### config.mk
export PLATFORM = sky130hd
export DESIGN_NAME = irq_gather_regs
export DESIGN_NICKNAME = d
export VERILOG_FILES = /design/src/rtl/irqg_pkg.sv /design/src/rtl/irqg_rst_sync.sv /design/src/rtl/irqg_pending.sv /design/src/rtl/irqg_slot.sv /design/src/rtl/irqg_store.sv /design/src/rtl/irq_gather_regs.sv
export SDC_FILE = /design/constraint.sdc
export NUM_CORES = 1
export LEC_CHECK = 0
export ABC_AREA = 1
export BUFFER_PORTS_ARGS = -buffer_cell sky130_fd_sc_hd__buf_2
export CAP_MARGIN = 10
export CORE_MARGIN = 2
export CORE_UTILIZATION = 45
export DETAILED_ROUTE_END_ITERATION = 10
export PLACE_DENSITY = 0.67
export SYNTH_ARGS = -nofsm -noshare
export SYNTH_HDL_FRONTEND = slang
export SYNTH_SLANG_ARGS = --single-unit
### constraint.sdc
create_clock -name clk -period 14.1 [get_ports clk]
set_input_delay 0.705 -clock clk [delete_from_list [all_inputs] [get_ports clk]]
set_output_delay 0.705 -clock clk [all_outputs]
set_load 0.02 [all_outputs]
### src/rtl/irqg_pkg.sv
package irqg_pkg;
  localparam int NUM_SRC   = 16;
  localparam int DATA_W    = 32;
  localparam int ADDR_W    = 8;
  localparam int NUM_STORE = 8;
  localparam int NUM_SLOT  = 2;
  localparam int SLOT_CTL_W   = 5;
  localparam int SLOT_DET_BIT = 5;
  localparam int SLOT_RDY_BIT = 10;
  localparam logic [DATA_W-1:0] PEND_KEEP = 32'h000F_EEFF;

  localparam logic [ADDR_W-1:0] OFF_ENA  = 8'hC0;
  localparam logic [ADDR_W-1:0] OFF_PEND = 8'hD0;
  localparam logic [ADDR_W-1:0] OFF_LVL  = 8'hF0;

  function automatic logic [ADDR_W-1:0] store_off(input int idx);
    case (idx)
      0:       return 8'h10;
      1:       return 8'h14;
      2:       return 8'h40;
      3:       return 8'h60;
      4:       return 8'h80;
      5:       return 8'h84;
      6:       return 8'h88;
      default: return 8'h90;
    endcase
  endfunction

  function automatic logic [ADDR_W-1:0] slot_off(input int idx);
    return (idx == 0) ? 8'hE0 : 8'hE4;
  endfunction

  function automatic int slot_src(input int idx);
    return (idx == 0) ? 9 : 13;
  endfunction
endpackage

### src/rtl/irqg_rst_sync.sv
module irqg_rst_sync (
  input  logic clk,
  input  logic rst_n,
  output logic rst_s_n
);
  logic stage_q;
  logic out_q;

  always_ff @(posedge clk or negedge rst_n) begin
    if (!rst_n) begin
      stage_q <= 1'b0;
      out_q   <= 1'b0;
    end else begin
      stage_q <= 1'b1;
      out_q   <= stage_q;
    end
  end

  assign rst_s_n = out_q;
endmodule

### src/rtl/irqg_pending.sv
module irqg_pending #(
  parameter int NUM_SRC = 16,
  parameter int DATA_W  = 32,
  parameter logic [DATA_W-1:0] KEEP = 32'h000F_EEFF
) (
  input  logic               clk,
  input  logic               rst_n,
  input  logic               ena_we,
  input  logic               pend_we,
  input  logic [DATA_W-1:0]  wdata,
  input  logic [NUM_SRC-1:0] src,
  output logic [DATA_W-1:0]  ena_q,
  output logic [DATA_W-1:0]  pend_q,
  output logic [NUM_SRC-1:0] lvl_q,
  output logic               irq_out
);
  localparam int PAD_W = DATA_W - NUM_SRC;

  logic [DATA_W-1:0]  src_ext;
  logic [DATA_W-1:0]  ena_d;
  logic [DATA_W-1:0]  pend_d;
  logic [NUM_SRC-1:0] lvl_d;

  assign src_ext = {{PAD_W{1'b0}}, src};

  always_comb begin
    ena_d  = ena_q;
    pend_d = pend_q | (src_ext & ena_q);
    lvl_d  = src;
    if (ena_we)  ena_d  = wdata & KEEP;
    if (pend_we) pend_d = wdata & KEEP;
  end

  always_ff @(posedge clk or negedge rst_n) begin
    if (!rst_n) begin
      ena_q  <= '0;
      pend_q <= '0;
      lvl_q  <= '0;
    end else begin
      ena_q  <= ena_d;
      pend_q <= pend_d;
      lvl_q  <= lvl_d;
    end
  end

  assign irq_out = |(pend_q & ena_q);
endmodule

### src/rtl/irqg_slot.sv
module irqg_slot #(
  parameter int DATA_W  = 32,
  parameter int CTL_W   = 5,
  parameter int DET_BIT = 5,
  parameter int RDY_BIT = 10
) (
  input  logic              clk,
  input  logic              rst_n,
  input  logic              we,
  input  logic [CTL_W-1:0]  wctl,
  input  logic              det_src,
  output logic [DATA_W-1:0] rd_val,
  output logic              det_n
);
  logic [CTL_W-1:0] ctl_q, ctl_d;
  logic             det_q, det_d;

  always_comb begin
    ctl_d = ctl_q;
    if (we) ctl_d = wctl;
    det_d = ~det_src;
  end

  always_ff @(posedge clk or negedge rst_n) begin
    if (!rst_n) begin
      ctl_q <= '0;
      det_q <= 1'b1;
    end else begin
      ctl_q <= ctl_d;
      det_q <= det_d;
    end
  end

  always_comb begin
    rd_val             = '0;
    rd_val[CTL_W-1:0]  = ctl_q;
    rd_val[DET_BIT]    = det_q;
    rd_val[RDY_BIT]    = 1'b1;
  end

  assign det_n = det_q;
endmodule

### src/rtl/irqg_store.sv
module irqg_store #(
  parameter int DATA_W = 32,
  parameter int NUM    = 8
) (
  input  logic                        clk,
  input  logic                        rst_n,
  input  logic [NUM-1:0]              we,
  input  logic [DATA_W-1:0]           wdata,
  output logic [NUM-1:0][DATA_W-1:0]  rd_val
);
  for (genvar g = 0; g < NUM; g++) begin : g_word
    logic [DATA_W-1:0] word_q, word_d;

    always_comb begin
      word_d = word_q;
      if (we[g]) word_d = wdata;
    end

    always_ff @(posedge clk or negedge rst_n) begin
      if (!rst_n) word_q <= '0;
      else        word_q <= word_d;
    end

    assign rd_val[g] = word_q;
  end
endmodule

### src/rtl/irq_gather_regs.sv
module irq_gather_regs (
  input  logic        clk,
  input  logic        rst_n,
  input  logic [7:0]  bus_addr,
  input  logic        bus_wr,
  input  logic [31:0] bus_wdata,
  output logic [31:0] bus_rdata,
  input  logic [15:0] irq_src,
  output logic        irq_out
);
  import irqg_pkg::*;

  localparam int LVL_PAD = DATA_W - NUM_SRC;

  logic rst_s_n;
  logic [DATA_W-1:0]  ena_q, pend_q;
  logic [NUM_SRC-1:0] lvl_q;
  logic [NUM_SLOT-1:0] slot_det_n;
  logic [NUM_SLOT-1:0] slot_we;
  logic [NUM_SLOT-1:0][DATA_W-1:0] slot_rd;
  logic [NUM_STORE-1:0] store_we;
  logic [NUM_STORE-1:0] store_hit;
  logic [NUM_STORE-1:0][DATA_W-1:0] store_rd;

  irqg_rst_sync u_rst (
    .clk     (clk),
    .rst_n   (rst_n),
    .rst_s_n (rst_s_n)
  );

  irqg_pending #(
    .NUM_SRC (NUM_SRC),
    .DATA_W  (DATA_W),
    .KEEP    (PEND_KEEP)
  ) u_pend (
    .clk     (clk),
    .rst_n   (rst_s_n),
    .ena_we  (bus_wr && (bus_addr == OFF_ENA)),
    .pend_we (bus_wr && (bus_addr == OFF_PEND)),
    .wdata   (bus_wdata),
    .src     (irq_src),
    .ena_q   (ena_q),
    .pend_q  (pend_q),
    .lvl_q   (lvl_q),
    .irq_out (irq_out)
  );

  for (genvar k = 0; k < NUM_SLOT; k++) begin : g_slot
    assign slot_we[k] = bus_wr && (bus_addr == slot_off(k));
    irqg_slot #(
      .DATA_W  (DATA_W),
      .CTL_W   (SLOT_CTL_W),
      .DET_BIT (SLOT_DET_BIT),
      .RDY_BIT (SLOT_RDY_BIT)
    ) u_slot (
      .clk     (clk),
      .rst_n   (rst_s_n),
      .we      (slot_we[k]),
      .wctl    (bus_wdata[SLOT_CTL_W-1:0]),
      .det_src (irq_src[slot_src(k)]),
      .rd_val  (slot_rd[k]),
      .det_n   (slot_det_n[k])
    );
  end

  for (genvar s = 0; s < NUM_STORE; s++) begin : g_hit
    assign store_hit[s] = (bus_addr == store_off(s));
    assign store_we[s]  = bus_wr && store_hit[s];
  end

  irqg_store #(
    .DATA_W (DATA_W),
    .NUM    (NUM_STORE)
  ) u_store (
    .clk    (clk),
    .rst_n  (rst_s_n),
    .we     (store_we),
    .wdata  (bus_wdata),
    .rd_val (store_rd)
  );

  always_comb begin
    bus_rdata = '0;
    if (bus_addr == OFF_ENA)  bus_rdata = ena_q;
    if (bus_addr == OFF_PEND) bus_rdata = pend_q;
    if (bus_addr == OFF_LVL)  bus_rdata = {{LVL_PAD{1'b0}}, lvl_q};
    for (int k = 0; k < NUM_SLOT; k++) begin
      if (bus_addr == slot_off(k)) bus_rdata = slot_rd[k];
    end
    for (int s = 0; s < NUM_STORE; s++) begin
      if (store_hit[s]) bus_rdata = store_rd[s];
    end
  end
endmodule

Word-level counts from Yosys, hierarchy flattened --
Cells that the tools add are included. Widths: inputs -> output; s select.
Cells by class: equal/unequal tests 13, bitwise operators 5, reduce and logical (&&, ||, !) cells 13, mux-type cells 14
Operator list (count):
- $mux 32 | 13
- $eq 8x8->1 const B | 9
- $and 32x20->32 | 1
- $or 32x32->32 | 1
- $reduce_or 32->1 | 1
- $and 16x20->20 | 1
- $mux 20 | 1
- $eq 8x5->1 const B | 2
- $eq 8x7->1 const B | 2
- $logic_and 1x1->1 | 12
- $not 1->1 | 2
Storage, ports and cells: bits in registers 336, bits of input ports 59, word-level logic and storage cells 62, output and inout port bits 33

Logic depth before layout (Yosys ltp) --
Gate-level depths: netlist (run 1).
depth after elaboration 14, gate-level depth with buffers 12, depth with buffers taken out 11

Hierarchy --
Synthesis (run 1) repeated with hierarchy kept, for this count alone.
Second synthesis, totals: cell total of the unflattened synthesis 2248, area, all modules 17310.4 µm²
By module, submodules not included:
- irqg_store | cells each 1120, sequential area each 6406.1 µm², area an instance 10393.7 µm², times used 1
- irq_gather_regs | cells each 834, sequential area each 0.0 µm², area an instance 3828.7 µm², times used 1
- irqg_pending | cells each 187, sequential area each 1301.2 µm², area an instance 2183.3 µm², times used 1
- irqg_slot | cells each 52, sequential area each 151.4 µm², area an instance 425.4 µm², times used 2
- irqg_rst_sync | cells each 3, sequential area each 50.0 µm², area an instance 53.8 µm², times used 1

Least setup slack after synthesis (run 1) --
Ideal clock, no wire load.
path kind input to output, start input bus_addr[1], end output bus_rdata[0], cell stages on the path 9, buffers on the path 0, required time 13395 ps, data arrival time 2001 ps, slack 11394 ps, cells stage by stage nor2_1 nand3_1 nor2_2 inv_1 or2_2 nand2_1 nand4_1 nor2_1 nand3_1
Between the ends: longest elaborated chain between the ends 14, elaborated cells between the ends (all ways) 26, classes of those cells 13 x eq/ne; 13 x mux
Ends and longest elaborated chain:
- start, declared | RTL line irq_gather_regs.sv:4 | input logic [7:0] bus_addr,
- $eq 8x8->1 | RTL line irq_gather_regs.sv:84 | if (bus_addr == OFF_ENA) bus_rdata = ena_q;
- $mux 20 | RTL line irq_gather_regs.sv:84
- $mux 32 | RTL line irq_gather_regs.sv:85 | if (bus_addr == OFF_PEND) bus_rdata = pend_q;
- $mux 32 | RTL line irq_gather_regs.sv:86 | if (bus_addr == OFF_LVL) bus_rdata = {{LVL_PAD{1'b0}}, lvl_q};
- $mux 32 (2 in series) | RTL line irq_gather_regs.sv:88 | if (bus_addr == slot_off(k)) bus_rdata = slot_rd[k];
- $mux 32 (7 in series) | RTL line irq_gather_regs.sv:91 | if (store_hit[s]) bus_rdata = store_rd[s];
- $mux 32 (*) | RTL line irq_gather_regs.sv:91
- end, declared | RTL line irq_gather_regs.sv:7 | output logic [31:0] bus_rdata,
Every way passes the cells marked *; elsewhere a longest branch is shown, timed or not.

Final worst setup path (run 1) --
start input bus_addr[0], end output bus_rdata[5]
Same word-level chain as after synthesis.

==> results of run 1 <==
through the flow:
step                cells    util  worst slack (ns)
global route         2125  0.5220             9.808
finish               2125  0.5220             10.06
detailed placement   2057  0.4807             10.08
CTS                  2123  0.5205             10.08
floorplan            1641       -             4.465
global placement     2057  0.4807             10.12
state kept, by name, indices dropped and copies added (netlist names):
name                   count
g_slot.u_slot.det_n        2
u_rst.stage_q              1
g_slot.u_slot.ctl_q       10
u_pend.ena_q              18
u_store.g_word.word_q    256
u_pend.lvl_q              16
u_pend.pend_q             18
u_rst.rst_s_n              1
worst max path at each step:
stage	startpoint	to	slack (ns)	cells after the start
after floorplan	u_rst.rst_s_n	g_slot[0].u_slot.ctl_q[0]	4.46	0
after global placement	bus_addr[0]	bus_rdata[5]	10.12	11
after detailed placement	bus_addr[0]	bus_rdata[5]	10.08	11
after CTS	bus_addr[0]	bus_rdata[5]	10.08	11
after global routing	bus_addr[0]	bus_rdata[8]	9.81	13
final	bus_addr[0]	bus_rdata[5]	10.06	11
power by group through the flow:
stage	clock network [uW]	logic, uW	registers, uW
floorplan	0	65.4	1040
global placement	0	107	1040
detailed placement	0	111	1040
CTS	968	111	1020
global route	1010	129	1030
finish	951	110	1020
synth_stat cells:
cell	n
nand2_2	3
or2_2	4
nor3b_1	7
inv_2	7
or2_0	2
a21oi_1	35
o21a_1	1
nor4_4	1
dfrtp_1	320
nor2_1	84
buf_1	2
inv_1	98
nor3_2	2
buf_2	15
clkbuf_1	67
nand2_1	546
o21ai_0	236
nand3_1	68
o2111a_1	1
nor2_4	2
dfstp_2	2
nor2_2	8
o21ai_1	64
conb_1	1
nand3_2	1
o22ai_1	3
a221oi_1	15
o2111ai_1	1
nand4_1	45
layout make-up:
class | count | share of cell area
sequential | 322 | 0.5076
multi-input combinational | 1130 | 0.3215
clock buffer | 52 | 0.06427
timing repair buffer | 107 | 0.03923
tap | 396 | 0.03119
inverter | 105 | 0.02481
clock inverter | 13 | 0.01134
repair_timing:
action | CTS | global route
hold buffers | 1 | 0
hold endpoints to repair | 2 | 0
gates resized for setup | 0 | 0
kinds of logic after synthesis:
kind of cell / after synthesis
other: 1
buffers and inverters: 189
AOI/OAI and AO/OA: 356
and+or+nand+nor: 773
DFF: 322
routing by layer:
| layer | part of all wire | vias to the layer above | global-route usage |
|---|---|---|---|
| met1 | 0.47 | 5491 | 0.3342 |
| li1 | - | 5493 | - |
| met3 | 0.059 | 69 | 0.03647 |
| met2 | 0.44 | 382 | 0.3471 |
| met5 | 0 | - | 0 |
| met4 | 0.024 | 0 | 0.06569 |
==> summary.md, run 1 <==
| Metric | Value |
|---|---|
| Status | finished clean |
| Worst Hold End | u_pend.lvl_q[12] |
| Worst reg-to-reg setup slack | 12.12 ns |
| Main area contributors after synthesis | dfrtp_1, nand2_1, o21ai_0 |
| Syn Std Cell Area | roughly 14000 sq um |
| Total global routing overflow | 0 |
| Avg Cell Area, Syn | 8.450 sq um |
| Net Count, Synth | 1700 |
| Top delay family on crit path | simple AND/OR/NAND/NOR gates |
| CTS tree | done |
| Distinct cells, synth | 29 |
| Internal power | roughly 1600 uW |
| Worst Path Arrival | approximately 3.3 ns |
| Per-cell routed wire length | ~17 microns |
| Post-CTS Setup Bufs | 0 |
| RSZ-0062 raised after global routing | no |
| DR iter-0 viols | ~1200 |
| Worst-Skew Late Latency | between 0.5 and 0.6 ns |
| Hold_sp | irq_src[12] |
| Most frequent cells in the layout | nand2_1, dfrtp_1, o21ai_0, inv_1, buf_2 |
| Via count of the routed design | 11440 |
| Synth Area in Simple Gates | 0.2322 |
| Clk pwr share | 0.456 |
| Core footprint | ~30000 sq um |
| Hold depth | 1 |
| FF-to-FF Start | u_rst.rst_s_n |
| Area share of fa/ha/maj cells after synthesis | 0 |
| Mux share of post-synthesis cell area | 0 |
| Vias per inst | 5.381 |
| Clock transition at the registers of the reported paths | 0.06 ns |
| Starting Density | 0.4557 |
| Setup TNS | 0 ns |
| Peak per-stage delay on the critical path | roughly 0.67 ns |
| CP bufs+invs | 4 |
| Commonest non-fill, non-tap cell in the layout | nand2_1 |
| Largest net degree at the start of global routing | around 190 |
| DP Wirelength | around 22 mm |
| Placer Congestion | 0.8735 |
| Sequential power share | 0.491 |
| # port buffers | 91 |
| Post-route cell area | approximately 16000 sq um |
| CTS Sinks | ~320 |
| Synthesis-to-layout area growth | 14.56% |
| DIE HEIGHT | approximately 180 microns |
| Pleak | between 0.007 and 0.008 uW |
| Compound-gate portion of the synthesized area | 0.1337 |
| Peak Freq | around 0.25 GHz |
| WHS | 0.3077 ns |
| Period utilization | 0.2868 |
| Final Hold Vio Count | 0 |
| Clock Tree Buf Depth | 3 |
| Worst EP required | around 13 ns |
| Max_slew headroom | 0.2165 |
| YS warnings | 0 |
| Max IR drop VDD | a little over 100 uV |
| Max Slew Vio Count | 0 |
| Ports | about 90 |
| Xor/xnor share of the synthesized area | 0 |
| CTS root buf | clkbuf_16 |
| Power per Cell Area | around 130 nW/um^2 |
| Vias in the first global route | approximately 11000 |
| Final wirelength | around 36 mm |
| Post-DP Area | 14630 sq um |
| Final Power | between 2000 and 2500 uW |
| First-pass GRT wire length | ~59 mm |
| # H-tree levels | 2 |
| Die area | roughly 32000 sq um |
| Layout fillers | 2887 |
| Register area | approximately 8000 sq um |
| Share of cells above drive strength 1 | 0.1151 |
| Reg-to-reg endpoint | u_store.g_word[3].word_q[10] |
| Yosys top cell by area | dfrtp_1 |
| Seq/Total Area, Yosys | 0.5813 |
| Final Setup Violations | 0 |
| CP most frequent cell | nand2_1 |
| Total track usage | 0.2266 |
| Worst Reg-to-Reg Cells | 1 |
| Antenna viol nets, final | 0 |
| Synth Instances | between 1500 and 2000 |
| Switching Share | 0.2330 |
| Crit path kind | input pin to output pin |
| Row count | 64 |
| Initial antenna violation count | 0 |
| Footprint of the multi-input gates | 5107 sq um |
| Min Tclk post-route | 4.044 ns |
| Hold Crit Class | input pin to flip-flop |
| Worst-Margin Slew | around 1.2 ns |
| CP endpoint kind | output pin |
| Combinational Power Share | 0.053 |
| Maxcap violations | 0 |
| Number of synthesized register bits | between 300 and 400 |
| Ant diodes | 0 |
| Top-area cell type share of the netlist area | 0.5775 |
| Die Width | between 150 and 200 microns |
| Pre-antenna DRT Iters | 5 |
| DRC viols | 0 |
| Total CTS buffers | 36 |
| Nets | approximately 1800 |
| Critical path's slowest cell | nor2_4 |
| Worst-path cell chain | buf_2, inv_1, nand2_1, nor2_4, nand2_1, inv_2, nand2_1, nand4_1, nor2_1, nand3_1, buf_2 |
| P_sw | slightly below 500 uW |
| Largest family of logic cells by synthesized area | simple AND/OR/NAND/NOR gates |
| Worst Setup Start Kind | input pin |
| CP Max Fanout | 37 |
| Layout Skew | ~0.014 ns |
Power figures use the tool's default switching activity.
==> run 2, diff against run 1 <==
--- a/config.mk
+++ b/config.mk
@@ -5,13 +5,13 @@
 export SDC_FILE = /design/constraint.sdc
 export NUM_CORES = 1
 export LEC_CHECK = 0
-export ABC_AREA = 1
+export ABC_AREA = 0
 export BUFFER_PORTS_ARGS = -buffer_cell sky130_fd_sc_hd__buf_2
 export CAP_MARGIN = 10
 export CORE_MARGIN = 2
 export CORE_UTILIZATION = 45
 export DETAILED_ROUTE_END_ITERATION = 10
-export PLACE_DENSITY = 0.67
+export PLACE_DENSITY = 0.69
 export SYNTH_ARGS = -nofsm -noshare
 export SYNTH_HDL_FRONTEND = slang
 export SYNTH_SLANG_ARGS = --single-unit
==> constraint.sdc (replaced) <==
create_clock -name clk -period 3.33 [get_ports clk]
set_input_delay 0.1665 -clock clk [delete_from_list [all_inputs] [get_ports clk]]
set_output_delay 0.1665 -clock clk [all_outputs]
set_load 0.02 [all_outputs]
==> summary.md, run 2 <==
| Metric | Value |
|---|---|
| Combinational Power Share | 0.083 |
| RSZ-0062 raised after global routing | no |
| Worst-Skew Late Latency | 0.50 ns |
| Period utilization | 0.8111 |
| Main area contributors after synthesis | dfrtp_1, mux2_2, mux2_4 |
| Number of synthesized flops with an enable pin | 0 |
| Post-DP Area | 16090 sq um |
| Synth Instances | ~1200 |
| Synthesis-to-layout area growth | 15.59% |
| First-pass GRT wire length | around 63 mm |
| Switching Share | 0.2384 |
| Number of synthesized register bits | ~320 |
| Antenna viol nets, final | 0 |
| Total track usage | 0.2316 |
| # port buffers | 91 |
| Worst-path cell chain | buf_2, nor4_4, buf_4, nand2_1, buf_4, nor2_1, or4_1, o21ai_0, buf_2 |
| Worst-Margin Slew | about 0.9 ns |
| Max_slew headroom | 0.3827 |
| Placer Congestion | 0.8520 |
| Initial antenna violation count | 4 |
| Avg Cell Area, Syn | between 10 and 15 sq um |
| Hold Crit Class | input pin to flip-flop |
| DR iter-0 viols | 885 |
| Final Hold Vio Count | 0 |
| Net Count, Synth | 1268 |
| Row count | 67 |
| Crit path kind | input pin to output pin |
| Syn Std Cell Area | between 15000 and 20000 sq um |
| FF-to-FF Start | u_rst.rst_s_n |
| Clock Tree Buf Depth | 3 |
| Layout Skew | between 0.015 and 0.02 ns |
| Layout fillers | 2887 |
| Via count of the routed design | between 10000 and 15000 |
| Synth top cells by count | dfrtp_1, mux2_2, a21oi_1 |
| Die Width | around 190 microns |
| Maxcap violations | 0 |
| Internal power | ~6700 uW |
| CP Launch Point | bus_addr[2] |
| Pre-CTS WS | roughly 0.6 ns |
| DIE HEIGHT | about 190 microns |
| Regs by FF count | u_store.g_word.word_q (256), u_pend.ena_q (18), u_pend.pend_q (18) |
| Largest net degree at the start of global routing | a little under 60 |
| Max IR drop VDD | a little over 300 uV |
| DRC viols | 0 |
| Seq/Total Area, Yosys | 0.5349 |
| Worst Path Arrival | 2.53 ns |
| Vias in the first global route | about 11000 |
| Power per Cell Area | 501.5 nW/um^2 |
| Pleak | 0.008553 uW |
| Async set or reset register ratio after synthesis | 1.000 |
| P_sw | roughly 2100 uW |
| Top reg by flops | u_store.g_word.word_q |
| Die area | between 30000 and 40000 sq um |
| Worst EP required | around 3.2 ns |
| Post-route cell area | about 17000 sq um |
| Top delay family on crit path | buffers and inverters |
| Final wirelength | 40.48 mm |
| Distinct cells, synth | between 60 and 70 |
| Nets | between 1000 and 1500 |
| Starting Density | 0.4528 |
| Count leader, synth | dfrtp_1 |
| CTS tree | done |
| Critical path's slowest cell | nand2_1 |
| WHS | about 0.023 ns |
| Sequential power share | 0.496 |
| Status | finished clean |
| Peak per-stage delay on the critical path | ~0.45 ns |
| DP Wirelength | roughly 26 mm |
| Largest register FFs | 256 |
| Pre-antenna DRT Iters | 5 |
| YS warnings | 0 |
| Max Slew Vio Count | 0 |
| Footprint of the multi-input gates | 6563 sq um |
| Core footprint | ~33000 sq um |
| Peak Freq | between 0.3 and 0.4 GHz |
| Setup TNS | 0 ns |
| Final core utilization | 0.5234 |
| CP bufs+invs | 4 |
| Final Setup Violations | 0 |
| Setup slack after layout | ~0.63 ns |
| Top-area cell type share of the netlist area | 0.5314 |
| CP endpoint kind | output pin |
| Vias per inst | 5.985 |
| Synth Flop Type | dfrtp_1 |
| Share of cells above drive strength 1 | 0.3700 |
| Register area | just over 8000 sq um |
| # H-tree levels | 2 |
| CP Max Fanout | 20 |
| Most frequent cells in the layout | dfrtp_1, mux2_2, buf_2, a21oi_1, nor2_1 |
| CTS Sinks | approximately 320 |
| Per-cell routed wire length | 22.78 microns |
| Post-CTS sizing | 0 |
| Clk pwr share | 0.421 |
| Total global routing overflow | 0 |
| Hold_sp | bus_wdata[23] |
| Commonest non-fill, non-tap cell in the layout | dfrtp_1 |
| Min Tclk post-route | ~2.7 ns |
| Ports | between 90 and 100 |
| CTS root buf | clkbuf_16 |
| Clock transition at the registers of the reported paths | approximately 0.060 ns |
| Worst Setup Start Kind | input pin |
| Yosys top cell by area | dfrtp_1 |
| Total CTS buffers | 35 |
-- run 2: changes by cell type after synthesis, sizes merged, moves of 44 or more --
cell / previous run / this run
nand4: 45 / 1
o21ai: 300 / 40
nand2: 549 / 41
nand3: 69 / 23
inv: 105 / 7
mux2: 0 / 289
-- run 2: power groups by stage --
stage          Clock, uW  Combinational (uW)  Sequential, uW
4_1_cts             3750                 725            4330
3_5_place_dp           0                 700            4400
2_1_floorplan          0                 442            4390
3_3_place_gp           0                 679            4390
6_report            3680                 724            4330
5_1_grt             3910                 795            4360
-- run 2: timing repair --
item | CTS | global route
hold buffers | 25 | 0
hold endpoints to repair | 66 | 0
buffers inserted | 0 | 0
-- run 2: kinds of logic (layout without fill, tap and decap cells) --
family	after synthesis	in the layout	share of synthesized area
other cells	1	3	0.0002488
buf+inv	108	226	0.03147
xor+xnor	2	2	0.001163
flops	322	322	0.5349
mux	329	329	0.2500
simple gates	193	193	0.06958
compound gates	254	254	0.1127
-- run 2: area by class of cell --
type	instances	share of cell area
Antenna cell	2	0.0002873
Tap cell	448	0.03218
Sequential cell	322	0.4629
Timing Repair Buffer	159	0.06479
Inverter	7	0.001508
Clock buffer	54	0.05782
Multi-Input combinational cell	779	0.3767
Clock inverter	6	0.003735
-- run 2: path summary, 6_finish.rpt --
check	to	slack [ns]	cells past startpoint
min in group asynchronous	u_store.g_word[5].word_q[6]	0.43	0
hold / removal	u_store.g_word[7].word_q[23]	0.02	2
hold reg to reg	u_rst.rst_s_n	0.35	0
max in group asynchronous	u_store.g_word[7].word_q[29]	1.96	2
setup reg to reg	u_store.g_word[7].word_q[29]	1.96	2
setup / recovery	bus_rdata[15]	0.63	9
-- run 2: metal layers --
metal  wire [microns]  global-route usage  vias up
li1                 -                   -     4693
met1            17870              0.3269     5486
met2            18930              0.3672      370
met3             2554             0.03902       83
met4             1108             0.07173        4
met5               21                   0        -
-- run 2: stage by stage --
stage                     power, uW  cells
final                          8735   1777
after global routing           9064   1776
after CTS                      8802   1775
after detailed placement       5096   1690
after global placement         5067   1690
after floorplan                4827   1209
